==> src/rtl/jitbuf_addr_ctl.sv <==
module jitbuf_addr_ctl #(
  parameter int ADDR_W     = 11,
  parameter int FRAME_BITS = 5,
  parameter int FILL_W     = 4,
  parameter int LIMIT      = 5
) (
  input  logic              clk,
  input  logic              rst_n,
  input  logic              wr_frame,
  input  logic              wr_byte,
  input  logic              rd_frame,
  input  logic              rd_byte,
  output logic [ADDR_W-1:0] wr_addr,
  output logic [ADDR_W-1:0] rd_addr,
  output logic              speed_up,
  output logic              slow_down,
  output logic              buf_over,
  output logic              mute,
  output logic [2:0]        fill_code
);
  localparam int POS_W  = ADDR_W - FRAME_BITS;
  localparam int FRAMES = 1 << POS_W;
  localparam int HALF   = FRAMES / 2;
  localparam logic [POS_W-1:0] HALF_P   = POS_W'(HALF);
  localparam logic [POS_W-1:0] REWIND_P = POS_W'(HALF - 1);
  localparam logic signed [FILL_W:0] LIM_HI = (FILL_W+1)'(LIMIT);
  localparam logic signed [FILL_W:0] LIM_LO = -(FILL_W+1)'(LIMIT);
  localparam logic signed [FILL_W-1:0] CODE_HI = FILL_W'(3);
  localparam logic signed [FILL_W-1:0] CODE_LO = -FILL_W'(3);
  localparam logic signed [FILL_W-1:0] HINT_HI = FILL_W'(2);
  localparam logic signed [FILL_W-1:0] HINT_LO = -FILL_W'(2);

  logic [POS_W-1:0]      wr_pos, rd_pos, wr_pos_n;
  logic [FRAME_BITS-1:0] wr_off, rd_off;
  logic signed [FILL_W-1:0] fill, fill_sat;
  logic signed [FILL_W:0]   fill_step;
  logic ovf, ovf_hit, mute_q;

  assign wr_pos_n = wr_frame ? wr_pos + 1'b1 : wr_pos;

  always_comb begin
    fill_step = {fill[FILL_W-1], fill};
    if (wr_frame && !rd_frame)      fill_step = fill_step + (FILL_W+1)'(1);
    else if (rd_frame && !wr_frame) fill_step = fill_step - (FILL_W+1)'(1);
  end

  assign ovf_hit = (fill_step > LIM_HI) || (fill_step < LIM_LO);

  always_ff @(posedge clk) begin
    if (!rst_n) begin
      wr_pos <= '0;
      wr_off <= '0;
      rd_pos <= HALF_P;
      rd_off <= '0;
      fill   <= '0;
      ovf    <= 1'b0;
      mute_q <= 1'b0;
    end else begin
      wr_pos <= wr_pos_n;
      if (wr_frame)     wr_off <= '0;
      else if (wr_byte) wr_off <= wr_off + 1'b1;

      if (ovf) begin
        fill   <= -FILL_W'(1);
        ovf    <= 1'b0;
        rd_pos <= wr_pos_n - REWIND_P;
        rd_off <= '0;
      end else begin
        fill <= fill_step[FILL_W-1:0];
        ovf  <= ovf_hit;
        if (rd_frame) begin
          rd_pos <= rd_pos + 1'b1;
          rd_off <= '0;
        end else if (rd_byte) begin
          rd_off <= rd_off + 1'b1;
        end
      end

      if (!ovf && ovf_hit)       mute_q <= 1'b1;
      else if (!ovf && rd_frame) mute_q <= 1'b0;
    end
  end

  always_comb begin
    fill_sat = fill;
    if (fill > CODE_HI)      fill_sat = CODE_HI;
    else if (fill < CODE_LO) fill_sat = CODE_LO;
  end

  assign wr_addr   = {wr_pos, wr_off};
  assign rd_addr   = {rd_pos, rd_off};
  assign speed_up  = !ovf && (fill <= HINT_LO);
  assign slow_down = !ovf && (fill >= HINT_HI);
  assign buf_over  = ovf;
  assign mute      = mute_q;
  assign fill_code = ovf ? 3'b100 : fill_sat[2:0];


  ovf_single_chk: assert property (@(posedge clk) disable iff (!rst_n)
    ovf |=> !ovf);


  ovf_recover_chk: assert property (@(posedge clk) disable iff (!rst_n)
    ovf |=> (fill == -FILL_W'(1)));


  fill_range_chk: assert property (@(posedge clk) disable iff (!rst_n)
    (fill <= FILL_W'(LIMIT + 1)) && (fill >= -FILL_W'(LIMIT + 1)));


  hint_excl_chk: assert property (@(posedge clk) disable iff (!rst_n)
    !(speed_up && slow_down));


  hint_quiet_chk: assert property (@(posedge clk) disable iff (!rst_n)
    buf_over |-> (!speed_up && !slow_down));


  mute_on_ovf_chk: assert property (@(posedge clk) disable iff (!rst_n)
    $rose(buf_over) |-> mute);


  spacing_chk: assert property (@(posedge clk) disable iff (!rst_n)
    (wr_pos - rd_pos) == (HALF_P + POS_W'(fill)));
endmodule

==> config.mk <==
export PLATFORM = sky130hd
export DESIGN_NAME = jitbuf_addr_ctl
export DESIGN_NICKNAME = d
export VERILOG_FILES = /design/src/rtl/jitbuf_addr_ctl.sv
export SDC_FILE = /design/constraint.sdc
export NUM_CORES = 1
export LEC_CHECK = 0
export ABC_CLOCK_PERIOD_IN_PS = 5900
export BUFFER_PORTS_ARGS = -buffer_cell sky130_fd_sc_hd__buf_4
export CAP_MARGIN = 5
export CELL_PAD_IN_SITES_DETAIL_PLACEMENT = 0
export CELL_PAD_IN_SITES_GLOBAL_PLACEMENT = 1
export CORE_MARGIN = 5
export CORE_UTILIZATION = 40
export CTS_CLUSTER_SIZE = 14
export DETAILED_ROUTE_END_ITERATION = 8
export PLACE_DENSITY_LB_ADDON = 0.2
export SLEW_MARGIN = 20
export SYNTH_ARGS = -nofsm -noshare
export SYNTH_HDL_FRONTEND = slang
export SYNTH_SLANG_ARGS = --single-unit
==> constraint.sdc <==
create_clock -name clk -period 5.9 [get_ports clk]
set_clock_uncertainty 0.15 [all_clocks]
set_input_delay 1.18 -clock clk [delete_from_list [all_inputs] [get_ports clk]]
set_output_delay 1.18 -clock clk [all_outputs]
set_load 0.005 [all_outputs]
==> impl_metrics.json, run 1 <==
{
  "max_slew_margin": 0.6393,
  "numPortBuffers": 34,
  "yosysMostFrequentCell": "dfxtp_1",
  "r2r_start": "wr_pos[0]$_SDFF_PN0_",
  "reg2reg_to": "rd_pos[4]$_SDFFE_PN0P_",
  "synth_area_leaders": "dfxtp_1 (35%), xor2_1 (6.6%), ha_1 (6.3%), xnor2_1 (5.5%), nand2_1 (4.7%)",
  "antenna_found_initial": 0,
  "setup_slack_ns": 2.889,
  "drtIter0Drc": 63,
  "rows": 23,
  "ctsResizeCount": 0,
  "path_cells": "clkinv_1, o211a_1, buf_4",
  "gp_congestion": 0.8297,
  "power_density_mw_per_mm2": 365.4,
  "initial_core_util": 0.4043,
  "wl_um": 3612,
  "fmax_mhz": 332.1,
  "synth_top_family_by_area": "simple AND/OR/NAND/NOR gates",
  "synth_xor_area_frac": 0.1311,
  "routed_via_density": 5.284,
  "area_delta_synth_final_pct": 21.43,
  "ys_top_cells_by_count": "dfxtp_1 (28), nand2_1 (20), nor2_1 (19)",
  "hold_depth": 2,
  "syn_area_per_cell_um2": 8.711,
  "grt_pass1_wl_um": 6078,
  "status": "finished, final reports clean",
  "worst_pin_slew_ns": 0.5403,
  "min_from": "rd_off[4]$_SDFFE_PP0P_",
  "clock_latency_ns": 0.27,
  "yosys.area_share.adder": 0.06279,
  "min_path_type": "reg -> reg",
  "synthArstFlopShare": 0,
  "synthFlopType": "dfxtp_1",
  "ff2ff_path_depth": 9,
  "grt_pass1_vias": 1329,
  "grt_start_max_net_pins": 22,
  "fp.dieH_um": 73.13,
  "rsz0062_at_grt": "no",
  "required_ns": 4.57,
  "track_usage": 0.1400,
  "start_kind": "flip-flop",
  "drc": 0,
  "yosys.area.top_type": "dfxtp_1",
  "final_nets": 226,
  "holdBufCountCts": 0,
  "io_pins": 35,
  "tns_ns": 0,
  "cp-end-kind": "primary output",
  "yosys.area_share.simple": 0.2214,
  "critPathMaxStageDelay_ns": 0.67,
  "syn_nets": 197,
  "synth_seq_cells": 28,
  "arrival_ns": 1.68,
  "hold_viol_final": 0,
  "root_buffer": "clkbuf_8",
  "synth_edf_count": 0,
  "fin_crit_sh": 0.5104,
  "ctsLongestPathBuffers": 2,
  "path_clk_slew_ns": 0.09,
  "fp.coreArea_mm2": 0.003943,
  "finalMaxSlewViolations": 0,
  "crit_slowest_cell": "dfxtp_1",
  "num_vias": 1379,
  "postRouteAntennaNets": 0,
  "hold_end": "rd_off[4]$_SDFFE_PP0P_",
  "pre_cts_ws_ns": 2.986,
  "cts_made_buffers": 3,
  "period_needed_ns": 3.011,
  "cts_htree_levels": 1,
  "syn_area_mm2": 0.001594,
  "crit_fanout": 17,
  "reg2reg_slack_ns": 3.66,
  "routedWlPerCell_um": 13.84,
  "drv_cap": 0,
  "drive_above_1_share": 0.1991,
  "fillCellCount": 390,
  "n_antenna_cell": 0,
  "synthMuxAreaShare": 0.03925,
  "die_area_mm2": 0.005347,
  "overflow": 0,
  "synth.distinct_cells": 41,
  "hpwl_um": 2742,
  "synth_compound_area_frac": 0.1546,
  "syn-instance-count": 183,
  "peakVddDrop_v": 0.0001963,
  "yosys.area.top_type_share": 0.3516,
  "die_width_um": 73.13,
  "cts_setup_buffers": 0,
  "synth_warnings": 0,
  "yosysSeqAreaShare": 0.3516,
  "cts_tree": "built",
  "firstDrtPassIters": 4,
  "p_leak_nw": 0.8118,
  "clock-sinks": 28,
  "worst-setup-path-type": "reg -> out",
  "finalSetupViolations": 0
}
## state kept, by name, summed over array words and instances (netlist names)
register and flops:
fill 4, mute 1, buf_over 1, wr_off 5, wr_pos 6, rd_pos 6
rd_off 5
## kinds of logic after synthesis
group / after synthesis
AOI/OAI and AO/OA: 35
xor gates and xnor gates: 23
adders and majority gates: 8
buffers and inverters: 14
DFF: 28
muxes: 5
and+or+nand+nor: 70
## routing by layer
layer | global-route usage | vias to the layer above | part of all wire
met2 | 0.2264 | 25 | 0.47
met3 | 0.02893 | 7 | 0.046
met4 | 0.06352 | 0 | 0.020
met5 | 0 | - | 0
met1 | 0.1779 | 654 | 0.46
li1 | - | 693 | -
## worst max-delay path, delay by kind of cell, from the launching register on
family                 cells  cell delay (ns)
buffers and inverters      2             0.53
DFF                        1             0.67
AOI/OAI and AO/OA          1             0.21
## cell type report
| class | instances | area, um^2 | share of cell area |
|---|---|---|---|
| well taps | 50 | 62.56 | 0.03232 |
| clock inverters | 1 | 30.03 | 0.01551 |
| flip-flops and latches | 28 | 560.5 | 0.2896 |
| multi-input cells | 141 | 970.9 | 0.5016 |
| clock buffers | 3 | 41.29 | 0.02133 |
| repair buffers | 34 | 255.2 | 0.1319 |
| inverters | 4 | 15.01 | 0.007757 |
## power by group
group	total (W)	internal [W]	leakage (nW)	switching, W
clock network	0.000151	0.0000908	0.0357	0.0000603
logic	0.000274	0.000146	0.547	0.000127
registers	0.000283	0.000223	0.229	0.0000601
## through the flow
stage / instances / hold WS, ns / util / cell area [um^2] / power, W
global route: 261 / 0.4240 / 0.4910 / 1936 / 0.0007564
CTS: 261 / 0.3859 / 0.4910 / 1936 / 0.0007136
global placement: 257 / 0.3498 / 0.4729 / 1864 / 0.0005548
detailed placement: 257 / 0.3603 / 0.4729 / 1864 / 0.0005626
floorplan: 183 / 0.3524 / - / 1594 / 0.0004469
finish: 261 / 0.3738 / 0.4910 / 1936 / 0.0007073
## cell usage in the layout (no fill, tap or decap), types with 2 or more instances in the layout
cell / synthesis / layout
a211oi_1: 2 / 2
a21oi_1: 7 / 7
a311oi_1: 2 / 2
and2_1: 3 / 3
and3_1: 2 / 2
buf_4: 0 / 34
clkbuf_8: 0 / 3
dfxtp_1: 28 / 28
ha_1: 8 / 8
inv_1: 3 / 3
mux2i_1: 4 / 4
nand2_1: 20 / 20
nand3b_1: 3 / 3
nand4_1: 9 / 9
nor2_1: 19 / 19
nor2b_1: 5 / 5
nor4b_1: 2 / 2
o211a_1: 4 / 4
o21a_1: 4 / 4
o21ai_0: 7 / 7
or3_1: 2 / 2
xnor2_1: 10 / 10
xor2_1: 12 / 12
## worst max-delay path by stage
| stage | from | to | cells after the start |
|---|---|---|---|
| 6_report | buf_over$_SDFF_PP0_ | speed_up | 3 |
| 4_1_cts | buf_over$_SDFF_PP0_ | speed_up | 3 |
| 2_1_floorplan | wr_frame | rd_pos[4]$_SDFFE_PN0P_ | 9 |
| 5_1_grt | buf_over$_SDFF_PP0_ | speed_up | 3 |
| 3_3_place_gp | wr_frame | mute$_SDFFE_PN0P_ | 6 |
| 3_5_place_dp | wr_frame | mute$_SDFFE_PN0P_ | 6 |
(Power assumes the default switching activity.)
==> run 2: changes to the inputs <==
- ABC_CLOCK_PERIOD_IN_PS: 5900 -> 2850
- clock period: 5.9 -> 2.85 ns (I/O delays scaled with it)
==> run 2 against run 1 <==
Routed wire length down 2.9%. Critical path depth up 3. Worst setup slack worse by 2.3 ns. Clock power up 64%. Die area unchanged. Hold slack better by 0.0012 ns. Count of clock-buffer cells in the layout up 1. Critical endpoint is now fill_code[0]. Highest routed layer unchanged.
==> impl_metrics.json, run 2 (synthesis results as in run 1) <==
{
  "hpwl_um": 2601,
  "min_from": "rd_off[4]$_SDFFE_PP0P_",
  "fmax_mhz": 441.3,
  "required_ns": 2.13,
  "die_area_mm2": 0.005347,
  "grt_pass1_vias": 1234,
  "arrival_ns": 1.55,
  "grt_pass1_wl_um": 5727,
  "p_leak_nw": 0.8145,
  "met2_length_um": 1639,
  "wl_met1_um": 1648,
  "ff2ff_path_depth": 9,
  "routed_via_density": 5.323,
  "hold_ws_ns": 0.3750,
  "reg2reg_to": "rd_pos[4]$_SDFFE_PN0P_",
  "power_frac_comb": 0.431,
  "track_usage": 0.1335,
  "peakVddDrop_v": 0.0003745,
  "io_pins": 35,
  "power_density_mw_per_mm2": 731.4,
  "worst-setup-path-type": "reg -> out",
  "gp_congestion": 0.7969,
  "drive_above_1_share": 0.2066,
  "final_nets": 228,
  "root_buffer": "clkbuf_8",
  "hold_viol_final": 0,
  "grt_start_max_net_pins": 22,
  "clock_latency_ns": 0.27,
  "fp.dieH_um": 73.13,
  "dr_wl_met3_um": 177,
  "postRouteAntennaNets": 0,
  "rows": 23,
  "reg2reg_slack_ns": 0.66,
  "final_common_cell": "buf_4",
  "swShare": 0.3609,
  "antenna_found_initial": 0,
  "finalMaxSlewViolations": 0,
  "start_kind": "flip-flop",
  "routedWlPerCell_um": 13.34,
  "numPortBuffers": 34,
  "tns_ns": 0,
  "ctsResizeCount": 0,
  "clock-sinks": 28,
  "cts_made_buffers": 3,
  "wl_um": 3508,
  "cts_setup_buffers": 0,
  "period_needed_ns": 2.266,
  "r2r_start": "wr_pos[0]$_SDFF_PN0_",
  "dr.max_layer_used": "met4",
  "finalSetupViolations": 0,
  "drv_cap": 0,
  "fin_crit_sh": 0.7951,
  "p_clk_frac": 0.175,
  "hold_depth": 2,
  "final_cells": 263,
  "n_antenna_cell": 0,
  "p_sw_w": 0.0005105,
  "firstDrtPassIters": 4,
  "die_width_um": 73.13,
  "seqPwrFrac": 0.394,
  "hold_end": "rd_off[4]$_SDFFE_PP0P_",
  "fp.coreArea_mm2": 0.003943,
  "drc": 0,
  "worst_pin_slew_ns": 0.3687,
  "cts_htree_levels": 1,
  "initial_core_util": 0.4043,
  "power_w": 0.001415,
  "num_vias": 1400,
  "max_slew_margin": 0.7508,
  "holdBufCountCts": 0,
  "crit_fanout": 9,
  "cts_tree": "built",
  "place_area_mm2": 0.001879,
  "rsz0062_at_grt": "no",
  "status": "finished, final reports clean",
  "path_clk_slew_ns": 0.10,
  "overflow": 0,
  "fillCellCount": 385,
  "dp.cells": 259,
  "area_delta_synth_final_pct": 21.35,
  "min_path_type": "reg -> reg",
  "cp-end-kind": "primary output",
  "drtIter0Drc": 69,
  "final_cell_mix": "buf_4 (36), dfxtp_1 (28), nand2_1 (20)",
  "reg.largest.list": "rd_pos x6, wr_pos x6",
  "final_cell_area_mm2": 0.001934,
  "p_int_w": 0.0009042,
  "ctsLongestPathBuffers": 2
}
run 2: cell count changes in the layout (fill, tap and decap cells not counted):
cell,previous run,this run
clkbuf_8,3,4
bufinv_16,1,0
buf_4,34,36
run 2: stage by stage:
step                      utilization  setup slack [ns]
after floorplan                     -            0.7374
after global placement         0.4767            0.6262
after detailed placement       0.4767            0.5852
after CTS                      0.4906            0.5880
after global routing           0.4906            0.4291
final                          0.4906            0.5840
run 2: power groups by stage:
stage	Sequential, W	Clock (W)	Combinational (W)
final	0.000557	0.000248	0.000610
after global routing	0.000572	0.000280	0.000682
after CTS	0.000556	0.000262	0.000620
after detailed placement	0.000563	0	0.000617
after global placement	0.000561	0	0.000609
after floorplan	0.000535	0	0.000390
run 2: metal layers:
layer  GRT usage  vias up
met2      0.2085       33
met5           0        -
met1      0.1846      661
met3     0.02066        4
li1            -      702
met4     0.04918        0
run 2: worst max-delay path, stage by stage (launching register included):
cell      delay, ns
dfxtp_1        0.50
inv_1          0.08
ha_1           0.22
nand3b_1       0.16
o21ai_0        0.09
a21oi_1        0.09
buf_4          0.14
run 2: layout make-up:
type | instances | area, um^2 | area share
inverters | 4 | 15.01 | 0.007762
well taps | 50 | 62.56 | 0.03234
clock buffers | 4 | 55.05 | 0.02846
repair buffers | 36 | 270.3 | 0.1397
multi-input cells | 141 | 970.9 | 0.5019
flip-flops and latches | 28 | 560.5 | 0.2898
run 2: worst max path at each step:
stage                             end  cells past startpoint  slack [ns]               start
2_1_floorplan  rd_pos[4]$_SDFFE_PN0P_                      9        0.74            wr_frame
3_3_place_gp        mute$_SDFFE_PN0P_                      6        0.63            wr_frame
3_5_place_dp      buf_over$_SDFF_PP0_                      6        0.59            wr_frame
4_1_cts                  fill_code[0]                      6        0.59  fill[1]$_SDFF_PN0_
5_1_grt                  fill_code[0]                      6        0.43  fill[1]$_SDFF_PN0_
6_report                 fill_code[0]                      6        0.58  fill[1]$_SDFF_PN0_
